<file path="src/rtl/xcvr_mgmt_mem.sv">
module xcvr_mgmt_mem #(
  parameter logic [7:0] SEED         = 8'h11,
  parameter bit         CAL_INTERNAL = 1'b1,
  parameter logic [7:0] ID_ADDR      = 8'hA0,
  parameter logic [7:0] DIAG_ADDR    = 8'hA2,
  parameter int         NUM_MEAS     = 5,
  parameter int         MEAS_BASE    = 96,
  parameter int         USER_LO      = 128,
  parameter int         USER_HI      = 247
) (
  input  logic        clk,
  input  logic        rst_n,
  input  logic        xfer_start,
  input  logic [7:0]  dev_sel,
  input  logic [7:0]  start_off,
  input  logic        rd_en,
  input  logic        wr_en,
  input  logic [7:0]  wr_byte,
  output logic [7:0]  rd_byte,
  output logic        rd_valid,
  input  logic        meas_we,
  input  logic [2:0]  meas_idx,
  input  logic [15:0] meas_word
);
  localparam int USER_N = USER_HI - USER_LO + 1;
  localparam int UW     = $clog2(USER_N);
  localparam logic [7:0] DTYPE = {1'b0, 1'b1, CAL_INTERNAL, ~CAL_INTERNAL, 4'b0000};

  function automatic logic [7:0] fixed_byte(input bit pg, input int off);
    logic [7:0] b;
    b = 8'(off * 7) + (pg ? 8'h35 : 8'h00) + SEED;
    if (!pg && off == 92) b = DTYPE;
    return b;
  endfunction

  function automatic logic [7:0] csum(input bit pg, input int lo, input int hi);
    logic [7:0] s;
    s = 8'h00;
    for (int i = lo; i <= hi; i++) s = s + fixed_byte(pg, i);
    return s;
  endfunction

  localparam logic [7:0] ID_CK_LO = csum(1'b0, 0, 62);
  localparam logic [7:0] ID_CK_HI = csum(1'b0, 64, 94);
  localparam logic [7:0] DG_CK    = csum(1'b1, 0, 94);

  logic [7:0]  ptr;
  logic        pg, sel_ok;
  logic [7:0]  hold_lsb, hold_off;
  logic        hold_vld;
  logic [15:0] meas [NUM_MEAS];
  logic [7:0]  user [USER_N];

  logic [7:0]  mrel, uidx, cur;
  logic [15:0] mword;
  logic        in_meas, in_user, is_msb;

  assign mrel    = ptr - 8'(MEAS_BASE);
  assign uidx    = ptr - 8'(USER_LO);
  assign in_meas = pg && ptr >= 8'(MEAS_BASE) && ptr < 8'(MEAS_BASE + 2*NUM_MEAS);
  assign in_user = pg && ptr >= 8'(USER_LO) && ptr <= 8'(USER_HI);
  assign is_msb  = in_meas && !mrel[0];

  always_comb begin
    mword = '0;
    for (int i = 0; i < NUM_MEAS; i++)
      if (mrel[7:1] == 7'(i)) mword = meas[i];
  end

  always_comb begin
    cur = 8'(ptr * 8'd7) + (pg ? 8'h35 : 8'h00) + SEED;
    if (!pg) begin
      if (ptr == 8'd92) cur = DTYPE;
      if (ptr == 8'd63) cur = ID_CK_LO;
      if (ptr == 8'd95) cur = ID_CK_HI;
    end else begin
      if (ptr == 8'd95) cur = DG_CK;
      if (in_meas)
        cur = !mrel[0] ? mword[15:8] :
              (hold_vld && hold_off == ptr) ? hold_lsb : mword[7:0];
      if (in_user) cur = user[uidx[UW-1:0]];
    end
    if (!sel_ok) cur = 8'hFF;
  end

  always_ff @(posedge clk) begin
    if (!rst_n) begin
      ptr      <= '0;
      pg       <= 1'b0;
      sel_ok   <= 1'b0;
      hold_lsb <= '0;
      hold_off <= '0;
      hold_vld <= 1'b0;
      rd_byte  <= '0;
      rd_valid <= 1'b0;
      for (int i = 0; i < USER_N; i++) user[i] <= '0;
    end else begin
      rd_valid <= rd_en && !xfer_start;
      if (xfer_start) begin
        pg       <= (dev_sel == DIAG_ADDR);
        sel_ok   <= (dev_sel == DIAG_ADDR) || (dev_sel == ID_ADDR);
        ptr      <= start_off;
        hold_vld <= 1'b0;
      end else if (rd_en) begin
        rd_byte <= cur;
        ptr     <= ptr + 8'd1;
        if (sel_ok && is_msb) begin
          hold_lsb <= mword[7:0];
          hold_off <= ptr + 8'd1;
          hold_vld <= 1'b1;
        end else if (in_meas) begin
          hold_vld <= 1'b0;
        end
      end else if (wr_en) begin
        if (sel_ok && in_user) user[uidx[UW-1:0]] <= wr_byte;
        ptr <= ptr + 8'd1;
      end
    end
  end

  always_ff @(posedge clk) begin
    if (!rst_n) begin
      for (int i = 0; i < NUM_MEAS; i++) meas[i] <= '0;
    end else if (meas_we) begin
      for (int i = 0; i < NUM_MEAS; i++)
        if (meas_idx == 3'(i)) meas[i] <= meas_word;
    end
  end
endmodule


</file>
<file path="config.mk">
export PLATFORM = sky130hd
export DESIGN_NAME = xcvr_mgmt_mem
export DESIGN_NICKNAME = d
export VERILOG_FILES = /design/src/rtl/xcvr_mgmt_mem.sv
export SDC_FILE = /design/constraint.sdc
export NUM_CORES = 2
export LEC_CHECK = 0
export BUFFER_PORTS_ARGS = -buffer_cell sky130_fd_sc_hd__buf_2
export CAP_MARGIN = 0
export CORE_MARGIN = 2
export CORE_UTILIZATION = 57
export DETAILED_ROUTE_END_ITERATION = 16
export HOLD_SLACK_MARGIN = 0.12
export PLACE_DENSITY = 0.76
export SETUP_SLACK_MARGIN = 0.4
export SLEW_MARGIN = 40
export SYNTH_ARGS = -nofsm -noshare
export SYNTH_HDL_FRONTEND = slang
export SYNTH_SLANG_ARGS = --single-unit
</file>
<file path="constraint.sdc">
create_clock -name clk -period 3.39 [get_ports clk]
set_input_delay 0.5085 -clock clk [delete_from_list [all_inputs] [get_ports clk]]
set_output_delay 0.5085 -clock clk [all_outputs]
set_load 0.01 [all_outputs]
</file>
# Word level (Yosys, flattened, before mapping)
# Memory sizes are Yosys's and may differ from the RTL's.
# Index checks and enable logic that the tools add are counted.
# word_totals
mem_bits_rw	1040
elab_cells	118
in_bits	49
out_inout_bits	9
mem_count	2
register_bits	36
# memory_table
name	depth	width	rd	rd_ports_with_merged_regs	wr	line_no	text
user	120	8	1	0	120	52	logic [7:0] user [USER_N];
meas	5	16	5	0	5	51	logic [15:0] meas [NUM_MEAS];
# op_classes
bitwise_logic	7
addsub	5
order_cmp	4
multipliers	1
reduce_logical	21
muxes	56
n_eq_ne	14
# op_table
operator	n
$mux 16	10
$mux 8	14
$mux 1	30
$eq 8x7->1 const B	2
$eq 8x8->1 const B	2
$eq 7x2->1 const B	2
$logic_and 1x1->1	9
$add 8x1->8 const B	1
$add 8x5->8 const B	1
$add 8x6->8	1
$eq 8x6->1 const B	1
$eq 8x8->1	1
$ge 8x7->1 const B	1
$ge 8x8->1 const B	1
$le 8x8->1 const B	1
$lt 8x7->1 const B	1
$mul 8x3->8 const B	1
$reduce_or 8->1	1
$sub 8x7->8 const B	1
$eq 7x1->1 const B	1
$eq 7x3->1 const B	1
$logic_not 7->1	1
$mux 7	1
$sub 7x1->7 const B	1
other kinds (14)	22

# Logic depth before layout (Yosys ltp)
# depth
ltp_word	13
mapped_depth	15
mapped_depth_nobuf	15

# Worst setup path after synthesis
# No wires, ideal clock.
# synth_path
path_kind	register -> register
from	register ptr[1]
to	register rd_byte[7]
setup_time_ps	70
t_arrival_ps	3254
synth_period_minus_slack_ps	3324
path_slack_ps	66
stages_incl_launch_ff	13
required_time_ps	3320
n_path_buf	0
path_cell_list	dfxtp_1 -> inv_1 -> fa_1 -> fa_1 -> fa_1 -> inv_1 -> ha_1 -> a31oi_1 -> o21ai_0 -> xnor2_1 -> o221ai_1 -> nand4_1 -> a21oi_1
# synth_via
elab_chain_cells	13
elab_cells_between_ends	39
cone_classes	add/sub: 4; mul: 1; order compare: 4; eq/ne: 8; mux: 15; reduce/logical: 6; memory: 1
# synth_rtl
item	line_no	text
from (decl)	47	logic [7:0] ptr;
from (signal assigned)	102	ptr <= start_off;
from (signal assigned)	106	ptr <= ptr + 8'd1;
from (signal assigned)	116	ptr <= ptr + 8'd1;
branches (longest 11 deep; another with $mul 8x3->8)	n/a	
$mux 8 *	72	if (!pg) begin
$mux 8 *	83	if (!sel_ok) cur = 8'hFF;
to (signal assigned)	105	rd_byte <= cur;
to (decl)	19	output logic [7:0] rd_byte,
# Mark *: on every way between the ends.
# A chain may end at the register's enable or synchronous reset.

==> flow_summary.json <==
{
  "placed_cells": 4858,
  "synth_enable_flop_cells": 1104,
  "die_h_microns": 310,
  "final_common_cell": "edfxtp_1",
  "routabilityCongestion": 0.929,
  "cts_sinks": 1147,
  "vias_per_cell": 6.30,
  "leakage_uw": 0.0221,
  "overflow": 0,
  "min_from": "dev_sel[4]",
  "drive_gt1_share_pct": 23.2,
  "hold_depth": 4,
  "synthCells": 3559,
  "grt_usage_pct": 29.1,
  "crit_path_end_kind": "flop",
  "io_pins": 58,
  "grt_start_max_net_pins": 163,
  "area_delta_synth_final_pct": 14.1,
  "r2r-end": "rd_byte[2]",
  "netlist_area_sq_mm": 0.0532,
  "tns_ns": 0,
  "rsz0062_at_grt": "true",
  "cts_tree": "yes",
  "hp-class": "input pin to flop",
  "ys_seq_area_share_pct": 63.9,
  "vias": 32031,
  "rows": 112,
  "hold_viol_final": 0,
  "antenna_cells": 0,
  "cp.required_ns": 3.97,
  "syn_nets": 3652,
  "cts_root_buffer": "clkbuf_16",
  "h-tree-depth": 3,
  "rr_worst_depth": 10,
  "vdd_drop_max_uv": 426,
  "cts_buffers": 114,
  "drtIter0Drc": 4182,
  "path_class": "flop to flop",
  "final_cell_mix": "edfxtp_1 (1104), and2_1 (886), mux4_2 (274), buf_4 (274), nor2_1 (139)",
  "cp.arrival_ns": 3.69,
  "met3_usage_pct": 5.21,
  "grt-busiest-layer": "met2",
  "synth.distinct_cells": 73,
  "use_met2_pct": 46.8,
  "ys_top_cells_by_area": "edfxtp_1 (62%), mux4_2 (12%), and2_1 (10%)",
  "path_clk_slew_ns": 0.06,
  "core_area_sq_mm": 0.0929,
  "synthDominantCellAreaShare_pct": 62.3,
  "finalWirelength_microns": 139000,
  "antenna_found_initial": 3,
  "whs_endpoint": "sel_ok",
  "maxSlewViolCount": 0,
  "slew_headroom_pct": 36.1,
  "synth_flop_cell": "edfxtp_1",
  "fin_hold_ws_ns": 0.172,
  "regToRegSetupSlack_ns": 0.29,
  "final_nets": 3827,
  "yosysTopAreaCell": "edfxtp_1",
  "port_buffers": 57,
  "die_w_microns": 310,
  "p_per_area_mw_per_mm2": 526,
  "avgSynthCellArea_sq_um": 15.0,
  "use_met1_pct": 40.1,
  "layout.cells.non_filler": 5083,
  "worstPathMaxFanout": 15,
  "setup_violations": 0,
  "insertion_delay_ns": 0.71,
  "dp_hpwl_microns": 88500,
  "cap_violations": 0,
  "design.die.area_sq_mm": 0.0958,
  "period_needed_ns": 3.10,
  "grt_first_pass_wirelength_microns": 204000,
  "finalPower_uw": 32000,
  "synth_seq_cells": 1147,
  "outcome": "complete, no violations",
  "cp-start-kind": "flop",
  "drc_errors": 0,
  "antenna_left": 0,
  "max_freq_mhz": 322,
  "async_flop_share_pct": 0,
  "yosys_warnings": 0,
  "fin_skew_ns": 0.0301,
  "drt-wirelength-per-cell_microns": 27.3,
  "grt_pass1_vias": 31707,
  "holdBufCountCts": 0,
  "start_util_pct": 57.3,
  "ctsLongestPathBuffers": 3,
  "worst_pin_slew_ns": 0.958,
  "fin_crit_sh_pct": 91.5,
  "first_pass_iters": 6
}
## timing repair
action	4_1_cts	5_1_grt
resized for setup	28	38
setup endpoints to repair	22	321
buffers inserted	6	4
pin swaps	14	7
cloned	1	3
## report_power, final
part	switching [uW]	leakage, uW	total, uW	internal, uW
sequential	187	0.0116	16200	16000
combinational	1650	0.00870	2820	1170
clock	5390	0.00187	13000	7580
## worst max path at each step
stage	cells after the start	to	start
2_1_floorplan	10	rd_byte[4]	ptr[1]
3_3_place_gp	10	rd_byte[4]	ptr[2]
3_5_place_dp	10	rd_byte[4]	ptr[2]
4_1_cts	12	rd_byte[7]	ptr[1]
5_1_grt	13	rd_byte[6]	ptr[5]
6_report	10	rd_byte[2]	flop
## cell type report
cell class                 count  area, sq um
clock buffer                 136         3000
clock inverter                75          830
fill                        6278        32200
inverter                      23         95.1
multi-input combinational   2087        18100
sequential                  1147        34000
tap                         1254         1570
timing repair buffer         361         3100
## flip-flops by register name, indices dropped and copies added, names as in the netlist, 8 cells and up, named ones only
signal / cells
user: 1024
meas: 80
ptr: 8
rd_byte: 8
hold_lsb: 8
hold_off: 8
## cells in the mapped netlist, types with 13 or more instances
| cell type | count |
|---|---|
| buf_1 | 13 |
| edfxtp_1 | 1104 |
| xnor2_1 | 26 |
| nand3_1 | 17 |
| a21oi_1 | 21 |
| buf_4 | 13 |
| o22ai_1 | 22 |
| nor2_1 | 146 |
| inv_1 | 22 |
| and2_1 | 886 |
| a211oi_1 | 16 |
| nand2_1 | 94 |
| dfxtp_1 | 43 |
| buf_2 | 38 |
| mux4_2 | 274 |
| mux2i_1 | 48 |
| a221oi_1 | 25 |
| o21ai_0 | 144 |
| clkbuf_1 | 225 |
| and3_1 | 129 |
| ha_1 | 35 |
| nor3_1 | 21 |
| nor2b_1 | 21 |
## cells by family after synthesis
| group | Yosys count | share of synthesized area [%] |
|---|---|---|
| muxes | 340 | 13.1 |
| AOI/OAI and AO/OA | 323 | 3.92 |
| and+or+nand+nor | 1352 | 14.7 |
| buffers and inverters | 325 | 2.71 |
| DFF | 1147 | 63.9 |
| adders and majority gates | 44 | 1.16 |
| xor gates and xnor gates | 28 | 0.461 |
## worst max-delay path, cell delays in order (launching register included)
cell and delay, ns:
dfxtp_4 0.44, buf_16 0.21, buf_4 0.23, mux4_2 0.53, a211oi_1 0.26, buf_4 0.20
nor4_4 0.07, buf_4 0.17, a211oi_1 0.51, or4_1 0.24, a21oi_1 0.08
## metal layers
layer	wire length, microns	share of wire, %
met1	52500	38
met5	27	0.019
met4	5260	3.8
met3	14100	10
met2	66900	48
## metrics by stage
stage	setup WS (ns)	area (sq um)	util, %
3_3_place_gp	0.0605	56400	60.7
5_1_grt	0.164	60700	65.3
4_1_cts	0.368	60400	65.1
2_1_floorplan	0.407	53300	-
3_5_place_dp	0.0149	56400	60.7
6_report	0.287	60700	65.3
No activity file was read; power rests on OpenSTA's default activity.
